===== config.mk =====
export PLATFORM = sky130hd
export DESIGN_NAME = xgmii_loop_switch
export DESIGN_NICKNAME = d
export VERILOG_FILES = /design/src/rtl/xls_pkg.sv /design/src/rtl/xls_regs.sv /design/src/rtl/xls_path.sv /design/src/rtl/xgmii_loop_switch.sv
export SDC_FILE = /design/constraint.sdc
export NUM_CORES = 1
export LEC_CHECK = 0
export BUFFER_PORTS_ARGS = -buffer_cell sky130_fd_sc_hd__buf_2
export CAP_MARGIN = 20
export CORE_AREA = 2 2 140 142
export DETAILED_ROUTE_END_ITERATION = 10
export DIE_AREA = 0 0 142 144
export PLACE_DENSITY = 0.57
export SLEW_MARGIN = 0
export SYNTH_ARGS = -nofsm -noshare
export SYNTH_HDL_FRONTEND = slang
export SYNTH_SLANG_ARGS = --single-unit

===== constraint.sdc =====
create_clock -name clk -period 1.5 [get_ports clk]
set_clock_uncertainty 0.05 [all_clocks]
set_input_delay 0.15 -clock clk [delete_from_list [all_inputs] [get_ports clk]]
set_output_delay 0.15 -clock clk [all_outputs]
set_load 0.05 [all_outputs]

===== src/rtl/xls_pkg.sv =====
package xls_pkg;
    localparam logic [7:0] IDLE_CHAR = 8'h07;
    localparam int         REG_W     = 32;
    localparam int         WORD_LINE = 0;
    localparam int         WORD_RSVD = 1;
    localparam int         WORD_MAC  = 2;
endpackage


===== src/rtl/xls_regs.sv =====
module xls_regs #(
    parameter int ADDR_W = 4
) (
    input  logic                      clk,
    input  logic                      rst_n,
    input  logic [ADDR_W-1:0]         cfg_addr,
    input  logic                      cfg_wr,
    input  logic                      cfg_rd,
    input  logic [xls_pkg::REG_W-1:0] cfg_wdata,
    output logic [xls_pkg::REG_W-1:0] cfg_rdata,
    output logic                      cfg_waitreq,
    output logic                      line_lb,
    output logic                      mac_lb
);
    import xls_pkg::*;
    localparam int WORD_W = ADDR_W - 2;

    typedef struct packed {
        logic             line_en;
        logic             mac_en;
        logic             ack;
        logic [REG_W-1:0] rdata;
    } regs_t;

    regs_t r_d, r_q;
    logic [WORD_W-1:0] word;
    logic              rd_first;

    assign word     = cfg_addr[ADDR_W-1:2];
    assign rd_first = cfg_rd && !r_q.ack;

    always_comb begin
        r_d     = r_q;
        r_d.ack = rd_first;
        if (cfg_wr) begin
            if (word == WORD_W'(WORD_LINE)) r_d.line_en = cfg_wdata[0];
            if (word == WORD_W'(WORD_MAC))  r_d.mac_en  = cfg_wdata[0];
        end
        if (rd_first) begin
            if (word == WORD_W'(WORD_LINE))     r_d.rdata = REG_W'(r_q.line_en);
            else if (word == WORD_W'(WORD_MAC)) r_d.rdata = REG_W'(r_q.mac_en);
            else                                r_d.rdata = '0;
        end
    end

    always_ff @(posedge clk or negedge rst_n) begin
        if (!rst_n) r_q <= '0;
        else        r_q <= r_d;
    end

    assign cfg_rdata   = r_q.rdata;
    assign cfg_waitreq = rd_first;
    assign line_lb     = r_q.line_en;
    assign mac_lb      = r_q.mac_en;

    // the reserved word leaves both enables untouched
    assert_rsvd_write_R9: assert property (@(posedge clk) disable iff (!rst_n)
        (cfg_wr && word == WORD_W'(WORD_RSVD)) |=> ($stable(line_lb) && $stable(mac_lb)));
    // the second cycle of a held read is never stalled
    assert_read_wait_R11: assert property (@(posedge clk) disable iff (!rst_n)
        (cfg_rd && cfg_waitreq) |=> (!cfg_rd || !cfg_waitreq));
    // writes alone never stall
    assert_write_nowait_R11: assert property (@(posedge clk) disable iff (!rst_n)
        (cfg_wr && !cfg_rd) |-> !cfg_waitreq);
endmodule


===== src/rtl/xls_path.sv =====
module xls_path #(
    parameter int LANES = 8
) (
    input  logic                 clk,
    input  logic                 rst_n,
    input  logic                 line_lb,
    input  logic                 mac_lb,
    input  logic [8*LANES-1:0]   mac_txd,
    input  logic [LANES-1:0]     mac_txc,
    input  logic [8*LANES-1:0]   phy_rxd,
    input  logic [LANES-1:0]     phy_rxc,
    output logic [8*LANES-1:0]   mac_rxd,
    output logic [LANES-1:0]     mac_rxc,
    output logic [8*LANES-1:0]   phy_txd,
    output logic [LANES-1:0]     phy_txc
);
    import xls_pkg::*;
    localparam int DW = 8 * LANES;

    typedef struct packed {
        logic [DW-1:0]    ptxd;
        logic [LANES-1:0] ptxc;
        logic [DW-1:0]    mrxd;
        logic [LANES-1:0] mrxc;
    } path_t;

    logic [DW-1:0] idle_word;
    genvar g;
    generate
        for (g = 0; g < LANES; g++) begin : g_idle
            assign idle_word[8*g +: 8] = IDLE_CHAR;
        end
    endgenerate

    path_t p_d, p_q;

    always_comb begin
        if (line_lb) begin
            p_d.ptxd = phy_rxd;
            p_d.ptxc = phy_rxc;
        end else if (mac_lb) begin
            p_d.ptxd = idle_word;
            p_d.ptxc = '1;
        end else begin
            p_d.ptxd = mac_txd;
            p_d.ptxc = mac_txc;
        end
        if (mac_lb) begin
            p_d.mrxd = mac_txd;
            p_d.mrxc = mac_txc;
        end else begin
            p_d.mrxd = phy_rxd;
            p_d.mrxc = phy_rxc;
        end
    end

    always_ff @(posedge clk or negedge rst_n) begin
        if (!rst_n) begin
            p_q.ptxd <= idle_word;
            p_q.ptxc <= '1;
            p_q.mrxd <= idle_word;
            p_q.mrxc <= '1;
        end else begin
            p_q <= p_d;
        end
    end

    assign phy_txd = p_q.ptxd;
    assign phy_txc = p_q.ptxc;
    assign mac_rxd = p_q.mrxd;
    assign mac_rxc = p_q.mrxc;

    // line loopback turns PHY RX around one edge later
    assert_line_turn_R2: assert property (@(posedge clk) disable iff (!rst_n)
        ($past(rst_n) && $past(line_lb)) |-> (phy_txd == $past(phy_rxd) && phy_txc == $past(phy_rxc)));
    // MAC RX keeps seeing the PHY while MAC loopback is off
    assert_mac_rx_feed_R3: assert property (@(posedge clk) disable iff (!rst_n)
        ($past(rst_n) && !$past(mac_lb)) |-> (mac_rxd == $past(phy_rxd) && mac_rxc == $past(phy_rxc)));
    // MAC loopback returns MAC TX one edge later
    assert_mac_turn_R4: assert property (@(posedge clk) disable iff (!rst_n)
        ($past(rst_n) && $past(mac_lb)) |-> (mac_rxd == $past(mac_txd) && mac_rxc == $past(mac_txc)));
    // MAC-only loopback idles the PHY side
    assert_phy_idle_R5: assert property (@(posedge clk) disable iff (!rst_n)
        ($past(rst_n) && $past(mac_lb) && !$past(line_lb)) |-> (phy_txd == idle_word && phy_txc == '1));
    // pass-through toward the PHY when no loopback is set
    assert_pass_tx_R1: assert property (@(posedge clk) disable iff (!rst_n)
        ($past(rst_n) && !$past(mac_lb) && !$past(line_lb)) |-> (phy_txd == $past(mac_txd) && phy_txc == $past(mac_txc)));
endmodule


===== src/rtl/xgmii_loop_switch.sv =====
module xgmii_loop_switch #(
    parameter int LANES  = 8,
    parameter int ADDR_W = 4
) (
    input  logic                 clk,
    input  logic                 rst_n,
    input  logic [8*LANES-1:0]   mac_txd,
    input  logic [LANES-1:0]     mac_txc,
    output logic [8*LANES-1:0]   mac_rxd,
    output logic [LANES-1:0]     mac_rxc,
    input  logic [8*LANES-1:0]   phy_rxd,
    input  logic [LANES-1:0]     phy_rxc,
    output logic [8*LANES-1:0]   phy_txd,
    output logic [LANES-1:0]     phy_txc,
    input  logic [ADDR_W-1:0]    cfg_addr,
    input  logic                 cfg_wr,
    input  logic                 cfg_rd,
    input  logic [31:0]          cfg_wdata,
    output logic [31:0]          cfg_rdata,
    output logic                 cfg_waitreq
);
    logic line_lb;
    logic mac_lb;

    xls_regs #(.ADDR_W(ADDR_W)) regs_i (
        .clk        (clk),
        .rst_n      (rst_n),
        .cfg_addr   (cfg_addr),
        .cfg_wr     (cfg_wr),
        .cfg_rd     (cfg_rd),
        .cfg_wdata  (cfg_wdata),
        .cfg_rdata  (cfg_rdata),
        .cfg_waitreq(cfg_waitreq),
        .line_lb    (line_lb),
        .mac_lb     (mac_lb)
    );

    xls_path #(.LANES(LANES)) path_i (
        .clk    (clk),
        .rst_n  (rst_n),
        .line_lb(line_lb),
        .mac_lb (mac_lb),
        .mac_txd(mac_txd),
        .mac_txc(mac_txc),
        .phy_rxd(phy_rxd),
        .phy_rxc(phy_rxc),
        .mac_rxd(mac_rxd),
        .mac_rxc(mac_rxc),
        .phy_txd(phy_txd),
        .phy_txc(phy_txc)
    );
endmodule


Yosys cells after proc, flatten, opt, wreduce, memory -nomap -nowiden
Index checks and enable logic that the tools add are counted.
{"block": "classes", "eq_ne": 1, "n_mux": 5, "reduce_logical": 5}
{"operator": "2-to-1 mux 72 bit", "n": 3}
{"operator": "2-to-1 mux 32 bit", "n": 1}
{"operator": "AND reduction 2 bit", "n": 2}
{"operator": "equality test 2 bit, second input constant", "n": 1}
{"operator": "zero test 2 bit", "n": 1}
{"operator": "logical AND 1 bit", "n": 1}
{"operator": "zero test 1 bit", "n": 1}
{"operator": "2-to-1 mux 1 bit", "n": 1}
{"block": "word_totals", "ff_bits": 179, "input_bits": 184, "out_inout_bits": 177, "elab_cells": 19}

Depth between registers and ports, before layout
{"block": "logic_depth", "word_depth": 3, "mapped_depth": 5}

Hierarchy
From an unflattened synthesis, not the netlist that was laid out.
{"block": "hier_totals", "cells_unflattened": 507, "hier_area_um2": 6237.2}
{"mod": "xls_path", "instances": 1, "cells_per_inst": 461, "area_per_inst_um2": 5818.1}
{"mod": "xls_regs", "instances": 1, "cells_per_inst": 46, "area_per_inst_um2": 419.2}

Worst setup path after synthesis
OpenSTA, ideal clock, no wires.
{"block": "synth_timing", "path_kind": "reg2reg", "startpoint": "register regs_i.r_q[32] in the netlist's numbering", "endpoint": "register regs_i.r_q (netlist bit regs_i.cfg_rdata[0])", "arrival_ns": 1.248, "t_required_ns": 1.288, "path_slack_ns": 0.040, "stages_incl_launch_ff": 3, "cell_sequence": "dfrtp_1 -> nor2b_1 -> o22ai_1"}
{"block": "synth_via", "elab_chain_cells": 2}
{"item": "start, declared", "line_no": "xls_regs.sv:25", "source": "regs_t r_d, r_q;"}
{"item": "start signal, assigned", "line_no": "xls_regs.sv:48", "source": "else r_q <= r_d;"}
{"item": "zero test 1 bit", "line_no": "xls_regs.sv:30", "source": "assign rd_first = cfg_rd && !r_q.ack;"}
{"item": "logical AND 1 bit", "line_no": "xls_regs.sv:30"}
{"item": "via cfg_waitreq", "line_no": "xgmii_loop_switch.sv:20", "source": "output logic cfg_waitreq"}
The timed path passes the listed nets, and every way through them passes these cells.
A chain may end at the register's enable or synchronous reset.

Worst setup path after layout
{"block": "layout_timing", "startpoint": "register path_i.p_q (netlist bit path_i.mac_rxc[5])", "endpoint": "output mac_rxc[5]"}
{"item": "start, declared", "line_no": "xls_path.sv:35", "source": "path_t p_d, p_q;"}
{"item": "start signal, assigned", "line_no": "xls_path.sv:64", "source": "p_q <= p_d;"}
{"item": "end, declared", "line_no": "xgmii_loop_switch.sv:10", "source": "output logic [LANES-1:0] mac_rxc,"}
No word-level cell between the ends.

==> impl_metrics.env <==
export IMPL_status="finished clean"
export IMPL_final_net_count=1061
export IMPL_vias=4909
export IMPL_firstDrtPassIters=5
export IMPL_r2r_end="path_i.mac_rxd[61]"
export IMPL_ys_warn_count=0
export IMPL_htree_num_levels=4
export IMPL_top_level_ports=361
export IMPL_fin_crit_sh=0.933
export IMPL_root_buffer="clkbuf_16"
export IMPL_postCtsSetupBuffers=0
export IMPL_cts_buffers=17
export IMPL_grt_max_degree=54
export IMPL_start_util=0.308
export IMPL_avgSynthCellArea_um2=13.7
export IMPL_p_per_area_nw_per_um2=1550
export IMPL_drv_slew=0
export IMPL_cts_sinks=148
export IMPL_dieArea_um2=20400
export IMPL_post_route_min_period_ps=1400
export IMPL_intPower_mw=9.22
export IMPL_ant_nets=0
export IMPL_portBuffers=296
export IMPL_synth_cells=429
export IMPL_pwr_share_clk=0.294
export IMPL_crit_family="flip-flops"
export IMPL_num_rows=51
export IMPL_drive_gt1_frac=0.544
export IMPL_critPathLaunch="path_i.mac_rxc[5]"
export IMPL_netlist_area_um2=5880
export IMPL_reg2reg_depth=2
export IMPL_power_switching_mw=5.83
export IMPL_crit_buf_inv=1
export IMPL_core_region_area_um2=19100
export IMPL_combPwrFrac=0.366
export IMPL_die_y_um=144
export IMPL_clk_latency_ps=410
export IMPL_setup_viol=0
export IMPL_syn2layout_area_growth_pct=65.1
export IMPL_leakage_nw=4.64
export IMPL_yosysUniqueCellTypes=22
export IMPL_wirelength_um=17100
export IMPL_final_cells=1128
export IMPL_final_hold_viol_count=0
export IMPL_worstHoldPathType="in2reg"
export IMPL_whs_path_depth=3
export IMPL_seqPwrFrac=0.340
export IMPL_ys_seq_area_frac=0.644
export IMPL_clkTransAtPathRegs_ps=70
export IMPL_rsz0062_at_grt="false"
export IMPL_track_usage=0.164
export IMPL_ys_ff_latch=148
export IMPL_fin_ws_ps=100
export IMPL_die_x_um=142
export IMPL_synthTopCellsByArea="dfrtp_1, dfstp_2, mux2_2, a22o_1, buf_4"
export IMPL_cts_buffer_depth=2
export IMPL_n_antenna_cell=0
export IMPL_required_ps=1300
export IMPL_hpwl_um=11400
export IMPL_path_cells="buf_2"
export IMPL_fill_cells=1666
export IMPL_dp_cells=948
export IMPL_critPathLaunchType="flip-flop"
export IMPL_critPathArrivalTime_ps=1200
export IMPL_dpl_worst_slack_ps=117
export IMPL_fmax_mhz=715
export IMPL_holdPathEnd="regs_i.cfg_rdata[0]"
export IMPL_tns_ps=0
export IMPL_worstPathMaxFanout=1
export IMPL_vdd_drop_max_uv=815
export IMPL_r2r_start="regs_i.mac_lb"
export IMPL_final_common_cell="buf_2"
export IMPL_initialDrtViolationCount=137
export IMPL_cp_slowest_cell="dfstp_2"
export IMPL_seq_area_um2=3790
export IMPL_yosysTopAreaCell="dfrtp_1"
export IMPL_ff2ff_setup_slack_ps=140
export IMPL_cpPeakStageDelay_ps=530
export IMPL_cap_viol_max_count=0
export IMPL_synth_top_cell_area_share=0.358
export IMPL_grt_overflow=0
export IMPL_via_per_inst=4.35
export IMPL_antenna_found_initial=0
export IMPL_routedWlPerCell_um=15.1
export IMPL_final_cell_mix="buf_2, dlygate4sd3_1, dfrtp_1"
export IMPL_p_sw_frac=0.388
export IMPL_cts_tree="done"
export IMPL_drc_errors=0
export IMPL_hold_start="cfg_addr[3]"
export IMPL_worstSetupPathType="reg2out"
export IMPL_endpoint_kind="primary output"
export IMPL_grt_pass1_wl_um=25600
export IMPL_grt_pass1_vias=5087
export IMPL_multi_input_area_um2=1770
export IMPL_gpl_final_weighted_congestion=0.768
## power by group through the flow
stage | Combinational [mW] | Clock, mW | Sequential (mW)
after floorplan | 1.46 | 0 | 7.65
after global placement | 5.19 | 0 | 5.17
after detailed placement | 5.21 | 0 | 5.19
after CTS | 5.52 | 4.57 | 5.12
after global routing | 5.77 | 4.76 | 5.19
final | 5.50 | 4.43 | 5.12
## per-stage QoR
stage          instance area [um2]   util  hold slack, ps  power (mW)
3_5_place_dp                  7590  0.398            23.6        10.4
6_report                      9700  0.508            42.9        15.0
4_1_cts                       9700  0.508            14.3        15.2
5_1_grt                       9700  0.508            29.3        15.7
2_1_floorplan                 5990      -            -196        9.11
3_3_place_gp                  7590  0.398            25.7        10.4
## worst max-delay path by stage
stage / endpoint / slack [ps] / cells past startpoint
after floorplan: regs_i.cfg_rdata[0] / 40 / 2
after global placement: path_i.mac_rxd[61] / 120 / 2
after detailed placement: path_i.mac_rxd[61] / 120 / 2
after CTS: cfg_waitreq / 30 / 2
after global routing: mac_rxc[5] / 40 / 1
final: mac_rxc[5] / 100 / 1
## cell families after synthesis
group                  after synthesis  share of synthesized area
AO/OA/AOI/OAI                       73                     0.0873
AND/OR/NAND/NOR                     71                     0.0496
buffers and inverters               61                     0.0750
flip-flops                         148                      0.644
multiplexers                        75                      0.144
other                                1                   0.000638
## cell type report
cell class / count / area share
clock buffers: 20 / 0.0461
repair buffers: 459 / 0.332
multi-input cells: 250 / 0.182
clock inverters: 12 / 0.0177
flip-flops and latches: 148 / 0.391
inverters: 1 / 0.000387
well taps: 238 / 0.0307
## what timing repair did
action | in CTS | in global routing
pin swaps | 0 | 0
endpoints found under the setup margin | 1 | 1
cloned | 0 | 0
hold buffers | 148 | 0
resized for setup | 1 | 1
hold endpoints to repair | 239 | 0
## cells in the mapped netlist
library cell,number
mux2i_1,1
conb_1,1
mux2_2,74
nor2_1,32
dfstp_2,64
inv_1,1
o21ai_0,26
buf_4,42
dfrtp_1,84
o21ai_1,7
or3b_2,1
buf_2,7
a22o_1,39
nor2b_1,1
clkbuf_1,5
nand2_1,33
buf_6,6
nor2_4,1
nand2b_1,1
o22ai_1,1
nand3b_1,1
nor3b_1,1
## flip-flops by register name, summed over array words and instances, names as in the netlist
register,count
path_i.mac_rxd,64
regs_i.r_q,1
path_i.phy_txd,64
regs_i.mac_lb,1
regs_i.cfg_rdata,1
path_i.mac_rxc,8
path_i.phy_txc,8
regs_i.line_lb,1
## per-layer routing
metal | vias up | part of all wire | track usage
li1 | 2311 | - | -
met1 | 2362 | 0.38 | 0.177
met2 | 206 | 0.53 | 0.294
met3 | 30 | 0.063 | 0.0507
met4 | 0 | 0.029 | 0.0742
met5 | - | 0 | 0
Power figures use the tool's default switching activity.
